==> src/rtl/clkdiv_pkg.sv <==
package clkdiv_pkg;
  // Ratio selected by a select code: 2 << code.
  function automatic int unsigned ratio_of(input int unsigned code);
    return 2 << code;
  endfunction

  // Divider count bit that forms the output for a select code.
  function automatic int unsigned tap_of(input int unsigned code);
    return code;
  endfunction

  // Divider count value loaded by reset (all ones, so the next edge wraps to zero).
  function automatic logic [15:0] clear_value(input int unsigned width);
    return 16'((32'd1 << width) - 32'd1);
  endfunction
endpackage

==> src/rtl/clkdiv_counter.sv <==
module clkdiv_counter #(
  parameter int CNT_W = 4
) (
  input  logic             clk_in,
  input  logic             rst_n,
  output logic [CNT_W-1:0] count
);
  import clkdiv_pkg::*;

  localparam logic [CNT_W-1:0] CLR = CNT_W'(clear_value(CNT_W));

  always_ff @(posedge clk_in or negedge rst_n) begin
    if (!rst_n) count <= CLR;
    else        count <= count + 1'b1;
  end
endmodule

==> src/rtl/clkdiv_tap_mux.sv <==
module clkdiv_tap_mux #(
  parameter int SEL_W = 2,
  parameter int CNT_W = 4
) (
  input  logic [CNT_W-1:0] count,
  input  logic [SEL_W-1:0] div_sel,
  output logic             div_clk
);
  import clkdiv_pkg::*;

  logic [CNT_W-1:0] inv_bits;

  // Inverted taps: the reset count of all ones gives a low output,
  // and the first increment (to zero) gives a high output at every ratio.
  genvar g;
  generate
    for (g = 0; g < CNT_W; g++) begin : g_tap
      assign inv_bits[g] = ~count[tap_of(g)];
    end
  endgenerate

  assign div_clk = inv_bits[div_sel];
endmodule

==> src/rtl/clkdiv_gate.sv <==
module clkdiv_gate (
  input  logic clk_in,
  input  logic rst_n,
  output logic gate_en,
  output logic gated_clk
);
  logic en_q;

  // Sampled while the clock falls, so the gate only changes during the low phase.
  always_ff @(negedge clk_in) en_q <= rst_n;

  assign gate_en   = en_q;
  assign gated_clk = clk_in & en_q;
endmodule

==> src/rtl/clkdiv_dual_bank.sv <==
module clkdiv_dual_bank #(
  parameter int SEL_W = 2,
  parameter int NUM_B = 2
) (
  input  logic             clk_in,
  input  logic             rst_n,
  input  logic [SEL_W-1:0] div_sel,
  output logic             bank_a_out,
  output logic [NUM_B-1:0] bank_b_out
);
  localparam int CNT_W = 1 << SEL_W;

  logic [CNT_W-1:0] div_count;
  logic             div_clk;
  logic             gate_en;

  clkdiv_counter #(.CNT_W(CNT_W)) u_cnt (
    .clk_in (clk_in),
    .rst_n  (rst_n),
    .count  (div_count)
  );

  clkdiv_tap_mux #(.SEL_W(SEL_W), .CNT_W(CNT_W)) u_mux (
    .count   (div_count),
    .div_sel (div_sel),
    .div_clk (div_clk)
  );

  clkdiv_gate u_gate (
    .clk_in    (clk_in),
    .rst_n     (rst_n),
    .gate_en   (gate_en),
    .gated_clk (bank_a_out)
  );

  genvar c;
  generate
    for (c = 0; c < NUM_B; c++) begin : g_copy
      assign bank_b_out[c] = div_clk;
    end
  endgenerate
endmodule

==> config.mk <==
export PLATFORM = sky130hd
export DESIGN_NAME = clkdiv_dual_bank
export DESIGN_NICKNAME = d
export VERILOG_FILES = /design/src/rtl/clkdiv_pkg.sv /design/src/rtl/clkdiv_counter.sv /design/src/rtl/clkdiv_tap_mux.sv /design/src/rtl/clkdiv_gate.sv /design/src/rtl/clkdiv_dual_bank.sv
export SDC_FILE = /design/constraint.sdc
export NUM_CORES = 1
export LEC_CHECK = 0
export BUFFER_PORTS_ARGS = -buffer_cell sky130_fd_sc_hd__buf_4
export CAP_MARGIN = 10
export CELL_PAD_IN_SITES_DETAIL_PLACEMENT = 0
export CELL_PAD_IN_SITES_GLOBAL_PLACEMENT = 1
export CORE_AREA = 2 2 39 41
export CTS_CLUSTER_SIZE = 16
export DETAILED_ROUTE_END_ITERATION = 8
export DIE_AREA = 0 0 41 43
export GPL_TIMING_DRIVEN = 0
export PLACE_DENSITY_LB_ADDON = 0.2
export SETUP_SLACK_MARGIN = 0.15
export SYNTH_ARGS = -nofsm -noshare
export SYNTH_HDL_FRONTEND = slang
export SYNTH_HIERARCHICAL = 1
export SYNTH_SLANG_ARGS = --single-unit
==> constraint.sdc <==
create_clock -name clk_in -period 1.6 [get_ports clk_in]
set_clock_uncertainty 0.15 [all_clocks]
set_input_delay 0 -clock clk_in [delete_from_list [all_inputs] [get_ports clk_in]]
set_output_delay 0 -clock clk_in [all_outputs]
set_load 0.02 [all_outputs]
==> metrics.md <==
| Metric | Value |
|---|---|
| Via-per-instance ratio | `roughly 3.5` |
| Crit Reg-Reg Endpoint | `u_cnt/count[2]` |
| Startpoint Class | `flop` |
| Leading area contributor after synthesis | `dfstp_2` |
| Die Ht | `about 43 um` |
| I/O pins | `7` |
| Overall Power | `around 0.5 mW` |
| Synth Instances | `16` |
| Hold Crit Class | `clk2out` |
| GPL Wtd Cong | `approximately 0.6` |
| Final ANT Viol Nets | `0` |
| Final hold viol count | `0` |
| Area of the multi-input gates | `66.31 um2` |
| Clock Latency Late Sink | `about 0.36 ns` |
| TritonCTS clock tree | `yes` |
| Most common cell after layout, fill and taps aside | `clkbuf_4` |
| CORE AREA | `1384 um2` |
| Failing checks | `negative setup slack` |
| Synthesis-stage register bit count | `5` |
| # DRC | `0` |
| Num rows | `14` |
| # diodes | `0` |
| Power per cell area | `between 1000 and 1500 nW/um2` |
| Die Area | `between 1500 and 2000 um2` |
| Final Core Density | `between 20% and 30%` |
| Initial DRC Count | `3` |
| Worst R2R Setup Slack | `approximately 0.44 ns` |
| CP Data Required Time | `1.45 ns` |
| Max-slew violation count | `0` |
| Setup crit end kind | `output port` |
| Worst r2r src | `u_cnt/count[0]` |
| Total GRT Usage | `under 10%` |
| Hold path endpoint | `bank_a_out` |
| DRT Wirelength | `roughly 420 um` |
| Pin count of the biggest net entering global routing | `5` |
| YS warnings | `6` |
| Status | `complete, but fails checks` |
| Synth top area cells | `dfstp_2, mux4_2, dfxtp_1` |
| Die width | `41 um` |
| Initial antenna violation count | `0` |
| CP max FO | `1` |
| Mapped Nets | `21` |
| GRT met3 Usage | `around 15%` |
| Vias | `approximately 170` |
| LEAKAGE | `approximately 0.19 nW` |
| R2R depth | `3` |
| Library cells used by synthesis | `10` |
| Critical path arrival | `1.75 ns` |
| Crit path kind | `reg2out` |
| Hold Crit Start | `clk_in` |
| Hold_ws | `a little under 0.3 ns` |
| Starting Density | `~16%` |
| Register area share after synthesis | `58.14%` |
| Dpl hpwl | `around 240 um` |
| Port Buffers | `6` |
| DRT Pass-1 Iters | `4` |
| GR Layer Usage met1 | `5.629%` |
| Layout cell share with drive strength beyond 1 | `69.70%` |
| Post-Synthesis Cell Area | `roughly 220 um2` |
| Global-route wire length before repair | `a little under 800 um` |
| Clock Pin Slew Worst Setup and Hold Paths | `around 0.030 ns` |
| Register area | `between 100 and 150 um2` |
| Most used routing layer | `met3` |
| Total Nets Final | `39` |
| Final WS setup | `-0.2969 ns` |
| Grt ovf | `0` |
| Area share of the largest cell type after synthesis | `between 40 and 50%` |
| Slew @ Worst Pin | `around 0.18 ns` |
| Vias in the first global route | `between 200 and 250` |
| Met2 GRT Util | `between 7 and 8%` |
| Count of final setup violators | `4` |
| Commonest non-fill, non-tap cells in the layout | `clkbuf_4, buf_6, buf_4` |
| WL/cell | `roughly 8.5 um` |
| Syn_area_per_cell | `~13 um2` |
| Max Cap Violations | `0` |
| Fillers | `roughly 150` |
| Hold Crit Depth | `4` |
| Area Growth Syn to Fin | `79.07%` |
| Peak VDD IR | `0.6338 mV` |
| Slew headroom | `between 80% and 90%` |
| Unrepaired setup endpoints after global routing | `yes` |
==> kinds of logic after synthesis <==
group                      share of synthesized area [%]
xor gates and xnor gates                           8.141
buffers and inverters                              12.21
adders and majority gates                          5.813
muxes                                              10.46
and+or+nand+nor                                    5.232
DFF                                                58.14
==> cell usage after synthesis <==
| cell | instances |
|---|---|
| buf_4 | 2 |
| dfxtp_1 | 1 |
| nand3_1 | 1 |
| xnor2_1 | 1 |
| xor2_1 | 1 |
| dfstp_2 | 4 |
| and2_1 | 1 |
| inv_1 | 3 |
| mux4_2 | 1 |
| ha_1 | 1 |
==> state kept, by name, summed over array words and instances (netlist names) <==
| register | count |
|---|---|
| u_gate/gate_en | 1 |
| u_cnt/count | 4 |
==> critical path: stages, from the launching register on <==
cell and delay [ns]:
dfxtp_1 0.28, and2_4 0.13, buf_6 0.12
==> where the power goes <==
part	internal (mW)	leakage, nW	switching [mW]
Sequential	0.128	0.0503	0.000258
Combinational	0.0196	0.0946	0.0106
Clock	0.223	0.0448	0.114
Total	0.371	0.190	0.125
==> what timing repair did <==
action                                  in CTS  in global routing
gates resized for setup                      7                  0
hold endpoints to repair                     4                  0
endpoints found under the setup margin       4                  4
buffers inserted                             2                  0
pin swaps                                    0                  0
hold buffers                                 2                  0
==> metrics by stage <==
step / worst slack (ns) / cell area, um2 / std cells / TNS [ns]
2_1_floorplan: 0.1555 / 215.2 / 16 / 0
3_3_place_gp: 0.1122 / 280.3 / 38 / 0
3_5_place_dp: 0.1149 / 280.3 / 38 / 0
4_1_cts: -0.3044 / 385.4 / 49 / -0.3499
5_1_grt: -0.3511 / 385.4 / 49 / -0.4787
6_report: -0.2969 / 385.4 / 49 / -0.3157
==> cell type report <==
class	instances	share of cell area (%)
clock buffers	8	15.58
flip-flops and latches	5	32.47
well taps	16	5.195
clock inverters	1	0.9740
multi-input cells	6	17.21
plain buffers	2	5.844
inverters	2	1.948
repair buffers	9	20.78
==> worst max path at each step <==
stage | depth (start not counted) | startpoint | to | slack [ns]
2_1_floorplan | 1 | u_gate/gate_en | bank_a_out | 0.16
3_3_place_gp | 2 | u_gate/gate_en | bank_a_out | 0.11
3_5_place_dp | 2 | u_gate/gate_en | bank_a_out | 0.11
4_1_cts | 2 | u_gate/gate_en | bank_a_out | -0.30
5_1_grt | 2 | u_gate/gate_en | bank_a_out | -0.35
6_report | 2 | u_gate/gate_en | bank_a_out | -0.30
==> metal layers <==
layer | up-vias | routed length (um) | share of wire, %
li1 | 82 | - | -
met1 | 80 | 142 | 34
met2 | 9 | 214 | 51
met3 | 0 | 60 | 14
met4 | 0 | 0 | 0
met5 | - | 0 | 0
(Power assumes the default switching activity.)
